[src/rtl/pwsel_pkg.sv]
// Package: shared types for the phase-window standby clock conditioner.
// Assumes nothing beyond IEEE 1800-2017.
package pwsel_pkg;

    // Identity of a clock source; also the encoding of the active selection.
    typedef enum logic {
        SRC_A = 1'b0,
        SRC_B = 1'b1
    } src_e;

endpackage

[src/rtl/pwsel_sync.sv]
// Module: multi-stage synchronizer for a vector of level signals.
// Assumes: each bit is an independent level, sampled into clk domain.
module pwsel_sync #(
    parameter int WIDTH  = 2,
    parameter int STAGES = 2
) (
    input  logic             clk,
    input  logic             rst_n,
    input  logic [WIDTH-1:0] d,
    output logic [WIDTH-1:0] q
);

    logic [WIDTH-1:0] stg [STAGES];

    // First stage captures the asynchronous inputs.
    always_ff @(posedge clk) begin
        if (!rst_n) stg[0] <= '0;
        else        stg[0] <= d;
    end

    generate
        for (genvar i = 1; i < STAGES; i++) begin : g_stage
            // Each later stage re-times the previous one.
            always_ff @(posedge clk) begin
                if (!rst_n) stg[i] <= '0;
                else        stg[i] <= stg[i-1];
            end
        end
    endgenerate

    assign q = stg[STAGES-1];

endmodule

[src/rtl/pwsel_phase_meter.sv]
// Module: counts samples and XOR-high samples over N_PER reference periods.
// Assumes: ref_lvl and xor_lvl are already in the clk domain. A restart
// drops the running interval and re-arms on the next reference rising edge.
// done is combinational and valid together with total_cnt/xor_cnt.
module pwsel_phase_meter #(
    parameter int N_PER      = 16,
    parameter int MAX_PERIOD = 64,
    localparam int MAXC      = N_PER * MAX_PERIOD,
    localparam int CW        = $clog2(MAXC + 1),
    localparam int EW        = $clog2(N_PER + 1)
) (
    input  logic          clk,
    input  logic          rst_n,
    input  logic          restart,
    input  logic          ref_lvl,
    input  logic          xor_lvl,
    output logic          done,
    output logic [CW-1:0] total_cnt,
    output logic [CW-1:0] xor_cnt
);

    localparam logic [CW-1:0] CNT_MAX  = CW'(MAXC);
    localparam logic [EW-1:0] LAST_EDG = EW'(N_PER - 1);

    logic          ref_d;
    logic          armed;
    logic [EW-1:0] edges;
    logic          rise;

    assign rise = ref_lvl & ~ref_d;
    assign done = armed & rise & (edges == LAST_EDG);

    // Previous reference level for edge detection.
    always_ff @(posedge clk) begin
        if (!rst_n) ref_d <= 1'b0;
        else        ref_d <= ref_lvl;
    end

    // Interval sequencing and sample counting.
    always_ff @(posedge clk) begin
        if (!rst_n || restart) begin
            armed     <= 1'b0;
            edges     <= '0;
            total_cnt <= '0;
            xor_cnt   <= '0;
        end else if (rise && (!armed || done)) begin
            armed     <= 1'b1;
            edges     <= '0;
            total_cnt <= CW'(1);
            xor_cnt   <= CW'(xor_lvl);
        end else if (armed) begin
            if (rise) edges <= edges + 1'b1;
            if (total_cnt != CNT_MAX) total_cnt <= total_cnt + 1'b1;
            if (xor_lvl && xor_cnt != CNT_MAX) xor_cnt <= xor_cnt + 1'b1;
        end
    end

endmodule

[src/rtl/pwsel_window_judge.sv]
// Module: decides whether the measured XOR duty puts the clocks too close.
// Assumes: equal-duty clocks; duty below one half means the offset is
// under a quarter period. HYST widens the band that is left alone.
module pwsel_window_judge #(
    parameter int CW   = 8,
    parameter int HYST = 8
) (
    input  logic [CW-1:0] total_cnt,
    input  logic [CW-1:0] xor_cnt,
    output logic          too_close
);

    localparam logic [CW+1:0] HYST_V = (CW+2)'(HYST);

    logic [CW+1:0] lhs;
    logic [CW+1:0] rhs;

    // Compare twice the XOR count plus margin against the period sample count.
    always_comb begin
        lhs       = {1'b0, xor_cnt, 1'b0} + HYST_V;
        rhs       = {2'b00, total_cnt};
        too_close = lhs < rhs;
    end

endmodule

[src/rtl/phase_window_inverter.sv]
// Module: top of the standby clock conditioner. Synchronizes both clocks,
// measures their conditioned phase relation and inverts the standby clock
// when it sits within a quarter period of the active one.
// Assumes: clk_a and clk_b share one frequency with 50% duty; clk_fast is at
// least four times faster; sel_req is synchronous to clk_fast.
module phase_window_inverter
    import pwsel_pkg::*;
#(
    parameter int N_PER       = 16,
    parameter int MAX_PERIOD  = 64,
    parameter int HYST        = 8,
    parameter int SYNC_STAGES = 2,
    localparam int CW         = $clog2(N_PER * MAX_PERIOD + 1)
) (
    input  logic clk_fast,
    input  logic rst_n,
    input  logic clk_a,
    input  logic clk_b,
    input  logic sel_req,
    output logic clk_standby,
    output logic standby_inv,
    output logic meas_valid,
    output logic active_sel
);

    src_e          act_q;
    logic          inv_a;
    logic          inv_b;
    logic [1:0]    raw_s;
    logic          ca_s;
    logic          cb_s;
    logic          ref_lvl;
    logic          xor_lvl;
    logic          done;
    logic [CW-1:0] total_cnt;
    logic [CW-1:0] xor_cnt;
    logic          too_close;
    logic          inv_fire;
    logic          switch_go;
    logic          restart;

    pwsel_sync #(
        .WIDTH  (2),
        .STAGES (SYNC_STAGES)
    ) u_sync (
        .clk   (clk_fast),
        .rst_n (rst_n),
        .d     ({clk_b, clk_a}),
        .q     (raw_s)
    );

    // Conditioned synchronized clocks, active reference and phase XOR.
    always_comb begin
        ca_s    = raw_s[0] ^ inv_a;
        cb_s    = raw_s[1] ^ inv_b;
        ref_lvl = (act_q == SRC_B) ? cb_s : ca_s;
        xor_lvl = ca_s ^ cb_s;
    end

    pwsel_phase_meter #(
        .N_PER      (N_PER),
        .MAX_PERIOD (MAX_PERIOD)
    ) u_meter (
        .clk       (clk_fast),
        .rst_n     (rst_n),
        .restart   (restart),
        .ref_lvl   (ref_lvl),
        .xor_lvl   (xor_lvl),
        .done      (done),
        .total_cnt (total_cnt),
        .xor_cnt   (xor_cnt)
    );

    pwsel_window_judge #(
        .CW   (CW),
        .HYST (HYST)
    ) u_judge (
        .total_cnt (total_cnt),
        .xor_cnt   (xor_cnt),
        .too_close (too_close)
    );

    // Decisions for this cycle: inversion wins over a change-over.
    always_comb begin
        inv_fire  = done & too_close;
        switch_go = meas_valid & (sel_req != act_q) & ~inv_fire;
        restart   = inv_fire | switch_go;
    end

    // Inversion flags: only the standby clock's flag may flip.
    always_ff @(posedge clk_fast) begin
        if (!rst_n) begin
            inv_a <= 1'b0;
            inv_b <= 1'b0;
        end else if (inv_fire) begin
            if (act_q == SRC_B) inv_a <= ~inv_a;
            else                inv_b <= ~inv_b;
        end
    end

    // Measurement status: cleared by an inversion, set by a clean interval.
    always_ff @(posedge clk_fast) begin
        if (!rst_n)        meas_valid <= 1'b0;
        else if (inv_fire) meas_valid <= 1'b0;
        else if (done)     meas_valid <= 1'b1;
    end

    // Active selection follows the request when allowed.
    always_ff @(posedge clk_fast) begin
        if (!rst_n)         act_q <= SRC_A;
        else if (switch_go) act_q <= (act_q == SRC_A) ? SRC_B : SRC_A;
    end

    // Outputs: conditioned raw standby clock and its flag.
    always_comb begin
        active_sel  = (act_q == SRC_B);
        clk_standby = active_sel ? (clk_a ^ inv_a) : (clk_b ^ inv_b);
        standby_inv = active_sel ? inv_a : inv_b;
    end

endmodule

[config.mk]
export PLATFORM = sky130hd
export DESIGN_NAME = phase_window_inverter
export DESIGN_NICKNAME = d
export VERILOG_FILES = /design/src/rtl/pwsel_pkg.sv /design/src/rtl/pwsel_sync.sv /design/src/rtl/pwsel_phase_meter.sv /design/src/rtl/pwsel_window_judge.sv /design/src/rtl/phase_window_inverter.sv
export SDC_FILE = /design/constraint.sdc
export NUM_CORES = 1
export LEC_CHECK = 0
export BUFFER_PORTS_ARGS = -buffer_cell sky130_fd_sc_hd__buf_2
export CAP_MARGIN = 10
export CORE_MARGIN = 2
export CORE_UTILIZATION = 41
export CTS_BUF_LIST = sky130_fd_sc_hd__clkbuf_2
export DETAILED_ROUTE_END_ITERATION = 10
export PLACE_DENSITY = 0.57
export SETUP_SLACK_MARGIN = 0.5
export SYNTH_ARGS = -nofsm -noshare
export SYNTH_HDL_FRONTEND = slang
export SYNTH_SLANG_ARGS = --single-unit
[constraint.sdc]
create_clock -name clk_fast -period 3.22 [get_ports clk_fast]
set_input_delay 0.644 -clock clk_fast [delete_from_list [all_inputs] [get_ports clk_fast]]
set_output_delay 0.644 -clock clk_fast [all_outputs]
set_load 0.05 [all_outputs]
==> impl_metrics.yaml, run 1 <==
status:
  status: "finished, final reports clean"
timing:
  finalWorstPathRequiredPeriod_ps: 2680
  maxSlewHeadroom_pct: 45.7
  finalMaxSlewViolations: 0
  post-route-period-util_pct: 83.2
  timing.setup.tns_ps: 0
  tightest_slew_ps: 808
  setup_violations: 0
  rsz0062_at_grt: "yes"
  max_clock_freq_ghz: 0.373
  finalClockSkew_ps: 21.2
  finalHoldViolCount: 0
power_and_ir_drop:
  combPwrFrac_pct: 8.9
  finalPower_uw: 836
  switching_share_pct: 25.1
  p_clk_share_pct: 35.3
  p_switching_uw: 210
  leakagePower_uw: 0.000992
  seqPwrFrac_pct: 55.8
  ir_worst_vdd_mv: 0.195
  cellInternalPower_uw: 626
  powerDensity_mw_per_mm2: 311
global_route:
  grt_use_total_pct: 17.4
  antenna_found_initial: 0
  grt_pass1_vias: 1779
  grt_first_pass_wirelength_um: 8390
  grt_max_degree: 17
  grt_overflow: 0
drt:
  wirelength_um: 4800
  vias_per_cell: 5.21
  ant_nets: 0
  first_pass_iters: 4
  remaining_drc_errors: 0
  drt_iter0_drc: 68
  wl_per_cell_um: 13.7
  vias: 1823
worst_setup_path:
  crit_required_ps: 3510
  cp_num_buf_inv: 2
  critical_path.startpoint_type: "flip-flop"
  cp_common_cell: "buf_6"
  crit_path_cell_trace: "ha_4, and4_4, nand2_4, xnor2_2, ha_1, a21o_1, a221oi_2, o2111ai_4, o31ai_4, buf_6, buf_6, nor3_1"
  slowest_delay_ps: 400
  critPathSlowestCell: "dfxtp_4"
  path_delay_family: "compound AO/OA/AOI/OAI gates"
  cp_data_arrival_time_ps: 2970
  critPathCaptureType: "flip-flop"
  crit_type: "flip-flop to flip-flop"
  crit_fanout: 8
logic_synthesis:
  synth_mux_area_share_pct: 3.20
  synthFlopType: "dfxtp_1"
  ys_top_cells_by_count: "dfxtp_1, nor3_1, xnor2_1, ha_1, inv_1"
  synth_top_family_by_area: "simple AND/OR/NAND/NOR gates"
  avgSynthCellArea_sq_um: 8.96
  yosysUniqueCellTypes: 44
  synth_fa_ha_area_share_pct: 9.93
  syn_area_sq_mm: 0.00227
  synth-compound-area-share_pct: 10.4
  ys_warn_count: 0
  synth_top_area_share_pct: 32.7
  yosys.area_share.xor_xnor_pct: 13.5
  synthTopCellsByArea: "dfxtp_1, xnor2_1, ha_1"
  synth_seq_cells: 37
  ys_seq_area_share_pct: 32.7
  async_reset_ff_share_pct: 0
  yosysMostFrequentCell: "dfxtp_1"
  synth_simple_gate_area_share_pct: 24.8
  synthCells: 253
  syn_nets: 276
  synth_edf_count: 0
  yosysTopAreaCell: "dfxtp_1"
clocking:
  clk_latency_ps: 400
  clk_path_buf_depth: 2
  clk_pin_slew_worst_paths_ps: 200
  postCtsHoldBufs: 0
  cts_tree: "built"
  numCtsBuffers: 5
  h-tree-depth: 2
  cts_sinks: 37
  clockRootBuffer: "clkbuf_2"
layout:
  fillerInstances: 520
  drive_gt1_share_pct: 21.9
  seq_area_sq_um: 752
  fin_util_pct: 49.4
  multi_input_area_sq_mm: 0.00149
  syn_to_final_growth_pct: 18.5
  diodes: 0
  fin_nets: 300
die:
  start_util_pct: 41.7
  die_area_sq_mm: 0.00614
  core-area_sq_mm: 0.00544
  dieWidth_um: 78.4
  io-pin-count: 9
  rows: 27
  die_h_um: 78.4
hold_path:
  hold_class: "input pin to flip-flop"
flow_run:
  drv_cap: 0
placement:
  io_buffers: 8
  gp_congestion: 0.782
  hpwl_um: 3320
## area by class of cell
class	count	area share [%]
clock buffer	6	1.12
timing repair buffer	27	8.29
clock inverter	2	1.26
multi-input combinational	188	55.5
inverter	18	2.51
tap	72	3.35
sequential	37	28.0
## worst reg2reg max path: cells and delay by family, from the launching register on
| kind | cells | cell delay [ps] |
|---|---|---|
| AOI/OAI and AO/OA | 4 | 950 |
| adders and majority gates | 2 | 440 |
| DFF | 1 | 400 |
| and+or+nand+nor | 3 | 360 |
| buffers and inverters | 2 | 290 |
| xor gates and xnor gates | 1 | 140 |
## worst paths after layout
kind / from / end / slack (ps) / cells after the start
hold reg to reg: u_sync.stg[0][1]$_SDFF_PN0_ / u_sync.stg[1][1]$_SDFF_PN0_ / 460 / 1
hold / removal: clk_a / u_sync.stg[0][0]$_SDFF_PN0_ / 460 / 2
setup / recovery: u_meter.xor_cnt[2]$_SDFFE_PP0P_ / u_meter.xor_cnt[8]$_SDFFE_PP0P_ / 540 / 12
setup reg to reg: u_meter.xor_cnt[2]$_SDFFE_PP0P_ / u_meter.xor_cnt[8]$_SDFFE_PP0P_ / 540 / 12
## cell usage in the layout, fill, tap and decap left out, drive strengths merged, types with 7 or more instances in the layout
cell	n
inv	18
nand2	14
nor3	35
buf	27
nand3	8
ha	18
nor4	7
nor2	14
xor2	8
dfxtp	37
xnor2	27
## power by group through the flow
stage	Sequential, uW	Combinational, uW	Clock, uW
global placement	478	62.6	0
detailed placement	478	63.7	0
global route	468	82.0	325
floorplan	476	46.4	0
CTS	467	72.9	303
finish	467	74.2	295
## metal layers
metal  routed length, um  GRT usage [%]  vias up
li1                    -              -      945
met4                  82           5.26        0
met5                   0              0        -
met1                2350           23.1      836
met2                2180           27.6       34
met3                 182           4.48        8
## stage by stage
stage          cell area, sq um  cells  setup WS (ps)  hold WS [ps]
6_report                   2690    350            541           459
5_1_grt                    2690    350            406           424
4_1_cts                    2620    347            503           441
3_5_place_dp               2420    329            292           417
3_3_place_gp               2420    329            357           415
2_1_floorplan              2290    253            504           412
## logic make-up (layout without fill, tap and decap cells)
logic type / count (synthesis) / in the layout
simple gates: 105 / 105
flops: 37 / 37
mux: 7 / 7
xor+xnor: 35 / 35
compound gates: 23 / 23
buf+inv: 28 / 53
fa+ha+maj: 18 / 18
## registers in the layout, summed over array words and instances, names as in the netlist, 4 cells and up
name and flops:
u_meter.edges 5, u_sync.stg 4, u_meter.xor_cnt 11, u_meter.total_cnt 11
## repair_timing
item                                    4_1_cts  5_1_grt
cloned                                        1        0
endpoints found under the setup margin       30       31
pin swaps                                     7        5
buffers inserted                              9        3
gates resized for setup                      12       11
Power figures use the tool's default switching activity.
==> run 2: changes to the inputs <==
==> constraint.sdc (replaced) <==
create_clock -name clk_fast -period 2.8 [get_ports clk_fast]
set_input_delay 0.56 -clock clk_fast [delete_from_list [all_inputs] [get_ports clk_fast]]
set_output_delay 0.56 -clock clk_fast [all_outputs]
set_load 0.05 [all_outputs]
==> run 2 against run 1 <==
  * The run now ends with setup timing left
  * Maximum frequency down 4.9%
  * Power up 3.1%
  * Register-to-register slack worse by 560 ps
  * Hold slack worse by 59 ps
  * Final cell count up 4.6%
  * Largest power group unchanged
  * Clock skew up 7.4 ps
==> impl_metrics.yaml, run 2 (synthesis gave the netlist of run 1 again) <==
status:
  status: "complete, but fails checks"
  violations: "setup timing"
timing:
  rsz0062_at_grt: "yes"
  finalHoldViolCount: 0
  maxSlewHeadroom_pct: 40.0
  finalClockSkew_ps: 28.5
  post-route-period-util_pct: 101
  finalWorstPathRequiredPeriod_ps: 2820
  timing.setup.tns_ps: -40.7
  max_clock_freq_ghz: 0.355
  setup_violations: 5
  fin_ws_ps: -16.2
  finalMaxSlewViolations: 0
  tightest_slew_ps: 894
placement:
  hpwl_um: 3400
  io_buffers: 8
  gp_congestion: 0.828
  dp.cells: 333
global_route:
  grt_first_pass_wirelength_um: 9070
  antenna_found_initial: 0
  grt_pass1_vias: 1904
  met2_usage_pct: 31.4
  grt_overflow: 0
  grt_max_degree: 29
  grtUsageMet3_pct: 3.56
  grt_use_total_pct: 18.8
  busiest_layer: "met2"
  use_met1_pct: 24.5
layout:
  diodes: 0
  largestRegisters: "u_meter.total_cnt (11), u_meter.xor_cnt (11), u_meter.edges (5)"
  drive_gt1_share_pct: 27.9
  layout.cells.non_filler: 366
  layout_common_cells: "dfxtp_1, nor3_1, xnor2_1, buf_4, inv_1"
  fin_util_pct: 52.3
  final_common_cell: "dfxtp_1"
  syn_to_final_growth_pct: 25.4
  fin_nets: 317
  fillerInstances: 503
die:
  core-area_sq_mm: 0.00544
  dieWidth_um: 78.4
  die_area_sq_mm: 0.00614
  rows: 27
  die_h_um: 78.4
  start_util_pct: 41.7
  io-pin-count: 9
worst_setup_path:
  critPathSlowestCell: "dfxtp_4"
  crit_type: "flip-flop to flip-flop"
  crit_required_ps: 3070
  rrSetupSlack_ps: -20
  crit_fanout: 6
  slowest_delay_ps: 410
  critPathCaptureType: "flip-flop"
  cp_common_cell: "buf_6"
  critical_path.startpoint_type: "flip-flop"
  crit_path_cell_trace: "ha_4, and4_4, nand2_4, xnor2_2, ha_1, a21o_1, a221oi_2, o2111ai_4, o31ai_4, buf_6, buf_6, nor3_1"
  cp_data_arrival_time_ps: 3090
drt:
  drt_iter0_drc: 51
  first_pass_iters: 4
  wl_per_cell_um: 14.9
  vias_per_cell: 5.21
  remaining_drc_errors: 0
  ant_nets: 0
  vias: 1906
  wirelength_um: 5440
clocking:
  cts_tree: "built"
  h-tree-depth: 2
  clk_latency_ps: 400
  clk_pin_slew_worst_paths_ps: 210
  clockRootBuffer: "clkbuf_2"
  numCtsBuffers: 5
  cts_sinks: 37
  clk_path_buf_depth: 2
  postCtsHoldBufs: 0
flow_run:
  drv_cap: 0
power_and_ir_drop:
  powerDensity_mw_per_mm2: 303
  ir_worst_vdd_mv: 0.236
  leakagePower_uw: 0.00106
hold_path:
  hold_class: "input pin to flip-flop"
## run 2: changes by cell type in the layout (fill, tap and decap cells not counted), moves of 2 or more
cell,previous run,this run
buf_4,15,26
buf_6,2,9
nor4_1,7,5
nor4_2,0,2
## run 2: area by class of cell
class | instances | area (sq um) | share of cell area [%]
Multi-Input combinational cell | 188 | 1550 | 54.5
Sequential cell | 37 | 751 | 26.4
Timing Repair Buffer | 44 | 352 | 12.4
Tap cell | 72 | 90.1 | 3.17
Inverter | 18 | 67.6 | 2.38
Clock buffer | 6 | 30.0 | 1.06
Clock inverter | 1 | 3.75 | 0.132
## run 2: worst max-delay path, delay by kind of cell (launching register included)
| kind | cells | cell delay (ps) |
|---|---|---|
| buf+inv | 2 | 290 |
| fa+ha+maj | 2 | 440 |
| flops | 1 | 410 |
| xor+xnor | 1 | 130 |
| simple gates | 3 | 330 |
| compound gates | 4 | 1070 |
## run 2: power breakdown
group          switching [uW]  internal [uW]  total, uW
Sequential               5.70            532        538
Combinational            50.7           35.1       85.9
Clock                     181           58.3        239
## run 2: per-stage QoR
step	setup WS [ps]	cell area (sq um)	total power (uW)	hold WS (ps)
final	-16.2	2840	862	400
after global routing	-70.8	2840	909	369
after CTS	180	2750	870	374
after detailed placement	103	2440	617	423
after global placement	150	2440	616	416
after floorplan	159	2300	600	412
## run 2: timing repair
action                                  4_1_cts  5_1_grt
setup buffers                                22        2
endpoints found under the setup margin       32       32
cloned                                        2        0
gates resized for setup                      22       17
pin swaps                                     8        6
## run 2: per-layer routing
metal	vias up	wire [um]	share of wire, %
li1	972	-	-
met4	0	101	1.9
met2	35	2640	49
met5	-	0	0
met3	10	196	3.6
met1	889	2500	46
## run 2: final timing paths
| check | start | end | cells after the start |
|---|---|---|---|
| max | u_meter.xor_cnt[3]$_SDFFE_PP0P_ | u_meter.xor_cnt[7]$_SDFFE_PP0P_ | 12 |
| min | clk_b | u_sync.stg[0][1]$_SDFF_PN0_ | 2 |
| min reg2reg | u_sync.stg[0][0]$_SDFF_PN0_ | u_sync.stg[1][0]$_SDFF_PN0_ | 1 |
| max reg2reg | u_meter.xor_cnt[3]$_SDFFE_PP0P_ | u_meter.xor_cnt[7]$_SDFFE_PP0P_ | 12 |
